## src/rtl/fir_da_pkg.sv

```systemverilog
package fir_da_pkg;

    localparam int SAMPLE_W = 16;
    localparam int COEF_W   = 16;

    typedef enum logic {
        ST_IDLE = 1'b0,
        ST_RUN  = 1'b1
    } da_state_e;

    typedef struct packed {
        logic      busy;
        logic      last;
    } da_step_t;

    // Symmetric low-pass sets, value = coefficient / 2^15, index 0 = newest sample.
    function automatic logic signed [COEF_W-1:0] tap_coef(input int ntaps, input int idx);
        int mirror;
        logic signed [COEF_W-1:0] val;
        val = '0;
        if (ntaps == 4) begin
            mirror = (idx < 2) ? idx : 3 - idx;
            case (mirror)
                0:       val = 16'sd5538;
                default: val = 16'sd10846;
            endcase
        end else begin
            mirror = (idx < 4) ? idx : 7 - idx;
            case (mirror)
                0:       val = -16'sd2708;
                1:       val = 16'sd0;
                2:       val = 16'sd6646;
                default: val = 16'sd12446;
            endcase
        end
        return val;
    endfunction

endpackage

```

## src/rtl/da_pair_table.sv

```systemverilog
module da_pair_table #(
    parameter int                       COEF_W = 16,
    parameter logic signed [COEF_W-1:0] H_LO   = '0,
    parameter logic signed [COEF_W-1:0] H_HI   = '0
) (
    input  logic [1:0]          sel,
    output logic [COEF_W:0]     pair_sum
);
    localparam int PAIR_W = COEF_W + 1;

    logic signed [PAIR_W-1:0] entry [4];

    always_comb begin
        entry[0] = '0;
        entry[1] = PAIR_W'(H_LO);
        entry[2] = PAIR_W'(H_HI);
        entry[3] = PAIR_W'(H_LO) + PAIR_W'(H_HI);
    end

    assign pair_sum = entry[sel];

endmodule

```

## src/rtl/da_adder_tree.sv

```systemverilog
module da_adder_tree #(
    parameter int NPAIR = 4,
    parameter int IN_W  = 17,
    parameter int OUT_W = 19
) (
    input  logic [NPAIR-1:0][IN_W-1:0] terms,
    output logic [OUT_W-1:0]           total
);
    localparam int LEVELS = (NPAIR > 1) ? $clog2(NPAIR) : 1;
    localparam int SLOTS  = 1 << LEVELS;

    logic signed [OUT_W-1:0] node [LEVELS+1][SLOTS];

    always_comb begin
        for (int i = 0; i < SLOTS; i++) begin
            if (i < NPAIR) begin
                node[0][i] = OUT_W'($signed(terms[i]));
            end else begin
                node[0][i] = '0;
            end
        end
        for (int l = 1; l <= LEVELS; l++) begin
            for (int i = 0; i < SLOTS; i++) begin
                if (i < (SLOTS >> l)) begin
                    node[l][i] = node[l-1][2*i] + node[l-1][2*i+1];
                end else begin
                    node[l][i] = '0;
                end
            end
        end
    end

    assign total = node[LEVELS][0];

endmodule

```

## src/rtl/da_ctrl.sv

```systemverilog
module da_ctrl
    import fir_da_pkg::*;
#(
    parameter int DATA_W = 16,
    localparam int CNT_W = $clog2(DATA_W)
) (
    input  logic             clk,
    input  logic             rst,
    input  logic             start,
    output da_step_t         step,
    output logic [CNT_W-1:0] plane,
    output logic             done
);
    da_state_e        state;
    logic [CNT_W-1:0] cnt;

    always_ff @(posedge clk) begin
        if (rst) begin
            state <= ST_IDLE;
            cnt   <= '0;
            done  <= 1'b0;
        end else begin
            done <= 1'b0;
            case (state)
                ST_IDLE: begin
                    if (start) begin
                        state <= ST_RUN;
                        cnt   <= '0;
                    end
                end
                default: begin
                    if (cnt == CNT_W'(DATA_W - 1)) begin
                        state <= ST_IDLE;
                        done  <= 1'b1;
                    end else begin
                        cnt <= cnt + 1'b1;
                    end
                end
            endcase
        end
    end

    assign step.busy = (state == ST_RUN);
    assign step.last = (state == ST_RUN) && (cnt == CNT_W'(DATA_W - 1));
    assign plane     = cnt;

    assert_done_after_last_R4: assert property (@(posedge clk) disable iff (rst)
        step.last |=> done);
    assert_done_single_R4: assert property (@(posedge clk) disable iff (rst)
        done |=> !done);
    assert_plane_advance_R4: assert property (@(posedge clk) disable iff (rst)
        (step.busy && !step.last) |=> (step.busy && plane == $past(plane) + 1'b1));
    assert_start_plane0_R2: assert property (@(posedge clk) disable iff (rst)
        (start && !step.busy) |=> (step.busy && plane == '0));

endmodule

```

## src/rtl/mux_da_fir.sv

```systemverilog
module mux_da_fir
    import fir_da_pkg::*;
#(
    parameter int NTAPS  = 8,
    localparam int DATA_W = SAMPLE_W,
    localparam int NPAIR  = NTAPS / 2,
    localparam int PAIR_W = COEF_W + 1,
    localparam int PSUM_W = COEF_W + $clog2(NTAPS),
    localparam int ACC_W  = DATA_W + COEF_W + $clog2(NTAPS),
    localparam int CNT_W  = $clog2(DATA_W)
) (
    input  logic              clk,
    input  logic              rst,
    input  logic              in_valid,
    input  logic [DATA_W-1:0] in_data,
    output logic              busy,
    output logic              out_valid,
    output logic [ACC_W-1:0]  out_data
);
    initial begin
        if (NTAPS != 4 && NTAPS != 8) begin
            $error("NTAPS must be 4 or 8");
        end
    end

    logic [NTAPS-1:0][DATA_W-1:0] dline;
    da_step_t                     step;
    logic [CNT_W-1:0]             plane;
    logic                         done;
    logic                         accept;

    assign accept = in_valid && !step.busy;

    // Sample delay line, index 0 newest.
    always_ff @(posedge clk) begin
        if (rst) begin
            dline <= '0;
        end else if (accept) begin
            dline[0] <= in_data;
            for (int k = 1; k < NTAPS; k++) begin
                dline[k] <= dline[k-1];
            end
        end
    end

    da_ctrl #(.DATA_W(DATA_W)) i_ctrl (
        .clk   (clk),
        .rst   (rst),
        .start (accept),
        .step  (step),
        .plane (plane),
        .done  (done)
    );

    // Split tables: one four-entry table per coefficient pair.
    logic [NPAIR-1:0][PAIR_W-1:0] pair_out;

    for (genvar p = 0; p < NPAIR; p++) begin : g_pair
        logic [1:0] sel;
        assign sel = {dline[2*p+1][plane], dline[2*p][plane]};
        da_pair_table #(
            .COEF_W (COEF_W),
            .H_LO   (tap_coef(NTAPS, 2*p)),
            .H_HI   (tap_coef(NTAPS, 2*p+1))
        ) i_tab (
            .sel      (sel),
            .pair_sum (pair_out[p])
        );
    end

    logic [PSUM_W-1:0] plane_sum;

    da_adder_tree #(.NPAIR(NPAIR), .IN_W(PAIR_W), .OUT_W(PSUM_W)) i_tree (
        .terms (pair_out),
        .total (plane_sum)
    );

    // Single shift-accumulator; sign plane subtracts.
    logic signed [ACC_W-1:0] acc, acc_nxt, weighted;

    always_comb begin
        weighted = ACC_W'($signed(plane_sum)) <<< plane;
        acc_nxt  = step.last ? (acc - weighted) : (acc + weighted);
    end

    always_ff @(posedge clk) begin
        if (rst) begin
            acc      <= '0;
            out_data <= '0;
        end else if (accept) begin
            acc <= '0;
        end else if (step.busy) begin
            acc <= acc_nxt;
            if (step.last) begin
                out_data <= acc_nxt;
            end
        end
    end

    assign busy      = step.busy;
    assign out_valid = done;

    assert_busy_after_accept_R2: assert property (@(posedge clk) disable iff (rst)
        (in_valid && !busy) |=> busy);
    assert_line_frozen_R5: assert property (@(posedge clk) disable iff (rst)
        busy |=> $stable(dline));
    assert_result_hold_R7: assert property (@(posedge clk) disable iff (rst)
        !out_valid |-> $stable(out_data));
    assert_valid_idle_R4: assert property (@(posedge clk) disable iff (rst)
        out_valid |-> !busy);

endmodule

```

## config.mk

```make
export PLATFORM = sky130hd
export DESIGN_NAME = mux_da_fir
export DESIGN_NICKNAME = d
export VERILOG_FILES = /design/src/rtl/fir_da_pkg.sv /design/src/rtl/da_pair_table.sv /design/src/rtl/da_adder_tree.sv /design/src/rtl/da_ctrl.sv /design/src/rtl/mux_da_fir.sv
export SDC_FILE = /design/constraint.sdc
export NUM_CORES = 1
export LEC_CHECK = 0
export BUFFER_PORTS_ARGS = -buffer_cell sky130_fd_sc_hd__buf_2
export CAP_MARGIN = 20
export CORE_MARGIN = 2
export CORE_UTILIZATION = 55
export CTS_BUF_LIST = sky130_fd_sc_hd__clkbuf_4 sky130_fd_sc_hd__clkbuf_8 sky130_fd_sc_hd__clkbuf_16
export DETAILED_ROUTE_END_ITERATION = 16
export GPL_TIMING_DRIVEN = 0
export PLACE_DENSITY = 0.82
export SETUP_SLACK_MARGIN = 0.4
export SKIP_CTS_REPAIR_TIMING = 1
export SLEW_MARGIN = 20
export SYNTH_ARGS = -nofsm -noshare
export SYNTH_HDL_FRONTEND = slang
export SYNTH_SLANG_ARGS = --single-unit
```

## constraint.sdc

```tcl
create_clock -name clk -period 11 [get_ports clk]
set_clock_uncertainty 0.1 [all_clocks]
set_input_delay 2.2 -clock clk [delete_from_list [all_inputs] [get_ports clk]]
set_output_delay 2.2 -clock clk [all_outputs]
set_load 0.005 [all_outputs]
```

==> results.yml, run 1 <==
run_status:
  status: "finished, final reports clean"
critical_path:
  r2r-start: "i_ctrl.plane[0]"
  max_stage_delay_ps: 540
  reg2reg_depth: 37
  cp.arrival_ps: 10710
  timing.rr.end: "acc[34]"
  crit_family: "compound AO/OA/AOI/OAI gates"
  worst-path-buf-inv: 6
  crit_type: "register to register"
  cp_slowest_cell: "mux4_2"
  required_ps: 11340
  r2r_setup_slack_ps: 630
  cp-end-kind: "register"
  crit_path_start_kind: "register"
  crit_fanout: 10
routing:
  viasPerCell: 6.14
  drt_wl_total_um: 36400
  drtIter0Drc: 1301
  vias: 12700
  ant_nets: 0
  wl_per_cell_um: 17.7
  remaining_drc_errors: 0
  drt-pass1-iter-count: 6
synth:
  synthCells: 1647
  synth_area_sq_um: 13100
  yosys_register_bits: 202
  yosysTopAreaCell: "dfxtp_1"
  ys_types: 91
  synthSimpleGateAreaFrac_pct: 20.2
  syn_avg_cell_area_sq_um: 7.94
  ys.flop_type: "dfxtp_1"
  synth.top_cells.by_area: "dfxtp_1, nand2_1, a21oi_1"
  synth_warnings: 0
  synth_edf_count: 0
  ys_async_sr_fraction_pct: 0
  synth_xor_area_share_pct: 4.15
  syn-num-nets: 1751
  muxShareOfSynthArea_pct: 9.43
  synth_fa_ha_area_share_pct: 8.94
  synth-compound-area-share_pct: 21.8
  synth_top_family_by_area: "compound AO/OA/AOI/OAI gates"
  ys_seq_area_share_pct: 30.9
  synth_top_cell_area_share_pct: 30.9
placement:
  place_worst_setup_slack_ps: -1290
  dp_hpwl_um: 26800
  gp_congestion: 0.985
  port_buffers: 53
  place_area_sq_um: 13700
pwr:
  powerDensity_nw_per_um2: 138
  combPwrFrac_pct: 26.5
  p_sw_share_pct: 32.3
  seq_power_share_pct: 37.4
  p_int_w: 0.00138
  p_sw_w: 0.000656
  p_clk_share_pct: 36.1
  vdd_drop_max_uv: 112
  leakagePower_nw: 5.84
timing:
  maxSlewViolCount: 0
  hold_ws_ps: 349
  fmax_ghz: 0.0964
  finalSetupViolCount: 0
  setup-tns-final_ps: 0
  fin_ws_ps: 626
  slew_headroom_pct: 42.4
  final-hold-violation-count: 0
  finalCritPeriodShare_pct: 94.3
  max_slew.worst_pin.slew_ps: 861
  grt_setup_unrepaired: "no"
  layout_min_cycle_time_ps: 10370
die:
  core_sq_um: 23400
  die_w_um: 158
  die_area_sq_um: 25000
  ios: 56
  num_rows: 56
  die_h_um: 158
  start_util_pct: 55.9
clocking:
  clock_path_buffers: 3
  path_clk_slew_ps: 60
  numClockSinks: 202
  numCtsBuffers: 22
  h-tree-depth: 1
  cts_tree: "done"
  clock_latency_ps: 530
  root_buffer: "clkbuf_16"
grt:
  grt_pass1_wl_um: 57800
  track_usage_pct: 28.6
  grt_start_max_net_pins: 14
  antenna_found_initial: 0
  first_global_vias: 11900
  overflow: 0
worst_hold_path:
  hp-class: "register to register"
  whs_endpoint: "out_data[22]"
  min_path_cells: 2
  hp-start: "out_data[22]"
finish:
  final_util_pct: 62.8
  area_growth_pct: 12.4
  antennaDiodeCount: 0
  fin_area_sq_um: 14700
  final_nets: 1831
  layout-drive-gt1-share_pct: 11.8
job:
  cap_viol_max_count: 0
## through the flow
| step | total power [W] | instances |
|---|---|---|
| 2_1_floorplan | 0.00117 | 1647 |
| 3_3_place_gp | 0.00127 | 2019 |
| 3_5_place_dp | 0.00128 | 2019 |
| 4_1_cts | 0.00201 | 2059 |
| 5_1_grt | 0.00212 | 2062 |
| 6_report | 0.00203 | 2062 |
## cell type report
| class | count | area [sq um] |
|---|---|---|
| inverter | 47 | 176 |
| buffer | 104 | 485 |
| tap | 319 | 399 |
| sequential | 202 | 4050 |
| clock buffer | 32 | 669 |
| fill | 2050 | 8700 |
| clock inverter | 8 | 65.1 |
| multi-input combinational | 1294 | 8580 |
| timing repair buffer | 56 | 288 |
## cells by family (layout without fill, tap and decap cells)
logic type | count (synthesis) | after routing
multiplexers | 79 | 79
AND/OR/NAND/NOR | 612 | 612
other | 1 | 1
adder cells (fa/ha/maj) | 85 | 85
XOR/XNOR | 62 | 62
AO/OA/AOI/OAI | 455 | 455
flip-flops | 202 | 202
buffers and inverters | 151 | 247
## power groups by stage
stage / Sequential [W] / Clock, W / Combinational (W)
after floorplan: 0.000771 / 0 / 0.000394
after detailed placement: 0.000775 / 0 / 0.000505
after CTS: 0.000759 / 0.000737 / 0.000510
final: 0.000760 / 0.000733 / 0.000539
after global routing: 0.000761 / 0.000768 / 0.000588
after global placement: 0.000775 / 0 / 0.000494
## synth_stat cells, drive strengths merged (9+ instances only)
cell type	n
nand3	26
o211ai	11
mux2i	40
xnor2	38
nand2b	9
a31oi	15
nand2	369
nor2	119
o21a	17
nor3	20
nor2b	10
inv	44
a21oi	219
o21ai	52
dfxtp	202
clkbuf	83
mux4	34
xor2	24
a211oi	26
buf	21
ha	71
a21o	22
fa	14
o31ai	15
## layout by cell type, fill, tap and decap left out, types with 8 or more instances in the layout
cell type / netlist / layout
a31oi_1: 15 / 13
a211oi_1: 26 / 24
nor3_1: 19 / 19
mux4_2: 33 / 33
dfxtp_1: 202 / 201
nand2_1: 369 / 369
a21oi_1: 219 / 218
buf_2: 4 / 59
clkbuf_16: 0 / 22
or2_2: 8 / 8
clkbuf_1: 83 / 75
o31ai_1: 15 / 14
fa_1: 14 / 14
o21ai_0: 52 / 49
inv_1: 44 / 44
xor2_1: 24 / 24
nand2b_1: 9 / 9
nand3_1: 25 / 24
o211ai_1: 11 / 11
nand4_1: 8 / 8
ha_1: 71 / 70
a21o_1: 21 / 21
mux2i_1: 40 / 40
o21a_1: 17 / 17
xnor2_1: 38 / 38
nor2_1: 118 / 118
nor2b_1: 10 / 10
## tightest hold or removal path: stages (launching register included)
cell and delay [ps]:
dfxtp_1 300, nand2_1 50, a21oi_1 50
## metal layers
layer | GRT usage, % | wire length (um) | vias up
met5 | 0 | 0 | -
met4 | 10.9 | 1140 | 0
met1 | 36.3 | 15100 | 6029
li1 | - | - | 5996
met3 | 3.86 | 2550 | 95
met2 | 49.5 | 17600 | 543
## how the worst max path moves through the flow
stage / from / to / slack (ps) / cells past startpoint
4_1_cts: i_ctrl.plane[0] / acc[34] / -1420 / 34
2_1_floorplan: i_ctrl.plane[0] / acc[34] / 630 / 36
6_report: i_ctrl.plane[0] / acc[34] / 630 / 37
3_5_place_dp: i_ctrl.plane[0] / acc[34] / -1290 / 34
5_1_grt: i_ctrl.plane[0] / acc[34] / 270 / 37
3_3_place_gp: i_ctrl.plane[0] / acc[34] / -1190 / 34
## flip-flops by register name, summed over array words and instances (netlist names)
signal	cells
out_data	34
dline	128
i_ctrl.done	1
i_ctrl.plane	4
acc	34
i_ctrl.state	1
No activity file was read; power rests on OpenSTA's default activity.
==> run 2, diff against run 1 <==
==> constraint.sdc (replaced) <==
create_clock -name clk -period 8.4 [get_ports clk]
set_clock_uncertainty 0.1 [all_clocks]
set_input_delay 1.68 -clock clk [delete_from_list [all_inputs] [get_ports clk]]
set_output_delay 1.68 -clock clk [all_outputs]
set_load 0.005 [all_outputs]
==> run 2 against run 1 <==
  * The flow now finishes with violations (negative setup slack)
  * Register-to-register slack lost 1900 ps
  * Routed wire length grew 8.0%
  * Clock power grew 35%
  * Sequential cell count is the same
  * Cell area grew 7.7%
  * Fmax grew 7.2%
  * Largest cell class unchanged
  * Highest routed layer unchanged
==> results.yml, run 2 (synthesis gave the netlist of run 1 again) <==
clocking:
  clock_path_buffers: 3
  root_buffer: "clkbuf_16"
  path_clk_slew_ps: 60
  numClockSinks: 202
  numCtsBuffers: 23
  clock_latency_ps: 540
  h-tree-depth: 1
  cts_tree: "done"
die:
  die_area_sq_um: 25000
  die_h_um: 158
  die_w_um: 158
  start_util_pct: 55.9
  ios: 56
  core_sq_um: 23400
  num_rows: 56
timing:
  grt_setup_unrepaired: "yes"
  maxSlewViolCount: 0
  max_slew.worst_pin.slew_ps: 902
  slew_headroom_pct: 39.8
  setup-tns-final_ps: -18200
  final-hold-violation-count: 0
  fin_ws_ps: -1280
  layout_min_cycle_time_ps: 9680
  fmax_ghz: 0.103
  finalSetupViolCount: 37
  finalCritPeriodShare_pct: 115
worst_hold_path:
  hp-start: "out_data[10]"
  min_path_cells: 2
  hp-class: "register to register"
  whs_endpoint: "out_data[10]"
pwr:
  vdd_drop_max_uv: 164
  leakagePower_nw: 6.29
  powerDensity_nw_per_um2: 176
  p_total_w: 0.00279
finish:
  final_common_cell: "nand2_1"
  area_growth_pct: 21.0
  regMostFlops: "dline"
  layout.cells.non_filler: 2121
  final_cell_mix: "nand2_1, a21oi_1, dfxtp_1"
  largest_register_ffs: 128
  fillers: 1880
  top_regs: "dline: 128 flops, acc: 34 flops, out_data: 34 flops"
  antennaDiodeCount: 0
  final_nets: 1891
  layout-drive-gt1-share_pct: 19.9
grt:
  antenna_found_initial: 0
  track_usage_pct: 29.2
  grt_pass1_wl_um: 59000
  grt_start_max_net_pins: 14
  overflow: 0
  first_global_vias: 12000
run_status:
  status: "finished, violations left"
  violations: "negative setup slack"
routing:
  remaining_drc_errors: 0
  wl_per_cell_um: 18.5
  ant_nets: 0
  drt_wl_total_um: 39300
  drtIter0Drc: 1276
  vias: 13000
  viasPerCell: 6.15
  drt-pass1-iter-count: 9
critical_path:
  cp-end-kind: "register"
  reg2reg_depth: 37
  crit_path_start_kind: "register"
  cp.arrival_ps: 10030
  timing.rr.end: "acc[34]"
  r2r-start: "i_ctrl.plane[0]"
  r2r_setup_slack_ps: -1280
  required_ps: 8750
  max_stage_delay_ps: 560
  crit_start: "i_ctrl.plane[0]"
  crit_fanout: 7
  cp_slowest_cell: "mux4_2"
  crit_type: "register to register"
placement:
  placed_cells: 2019
  gp_congestion: 0.953
  dp_hpwl_um: 27700
  port_buffers: 53
  place_worst_setup_slack_ps: -1850
job:
  cap_viol_max_count: 0
-- run 2: changes by cell type in the layout (fill, tap and decap cells not counted), sizes merged --
cell / delta
buf: +65
clkbuf: -7
clkinv: -1
clkinvlp: +3
inv: -1
-- run 2: worst max-delay path: cells and delay by family (launching register included) --
kind	cells	cell delay, ps
buffers and inverters	10	1260
adders and majority gates	5	1660
xor gates and xnor gates	2	280
muxes	5	2190
DFF	1	390
AOI/OAI and AO/OA	7	1560
and+or+nand+nor	8	2120
-- run 2: routing by layer --
layer	part of all wire (%)	global-route usage, %
met5	0	0
met1	40	37.2
met2	49	50.2
met4	3.9	12.4
met3	7.0	3.37
-- run 2: layout make-up --
class                   instances  area (sq um)  share of cell area (%)
multi-input cells            1294          9110                    57.5
flip-flops and latches        202          4050                    25.6
repair buffers                115           763                    4.82
clock buffers                  31           667                    4.21
plain buffers                 104           591                    3.73
well taps                     319           399                    2.52
inverters                      47           189                    1.19
clock inverters                 9          66.3                   0.419
-- run 2: how the worst max path moves through the flow --
| stage | endpoint | cells after the start |
|---|---|---|
| after floorplan | acc[34] | 34 |
| after global placement | acc[34] | 32 |
| after detailed placement | acc[33] | 36 |
| after CTS | acc[33] | 36 |
| after global routing | acc[34] | 34 |
| final | acc[34] | 37 |
-- run 2: stage by stage --
| stage | cell area (sq um) | hold WS (ps) | util [%] |
|---|---|---|---|
| 4_1_cts | 14700 | 351 | 62.7 |
| 3_3_place_gp | 14000 | 337 | 59.6 |
| 2_1_floorplan | 13300 | 332 | - |
| 3_5_place_dp | 14000 | 343 | 59.6 |
| 5_1_grt | 15800 | 367 | 67.6 |
| 6_report | 15800 | 350 | 67.6 |
-- run 2: power breakdown --
group	leakage [nW]	internal [W]	switching [W]
logic	4.28	0.000325	0.000483
clock network	0.371	0.000560	0.000426
registers	1.63	0.000979	0.0000165
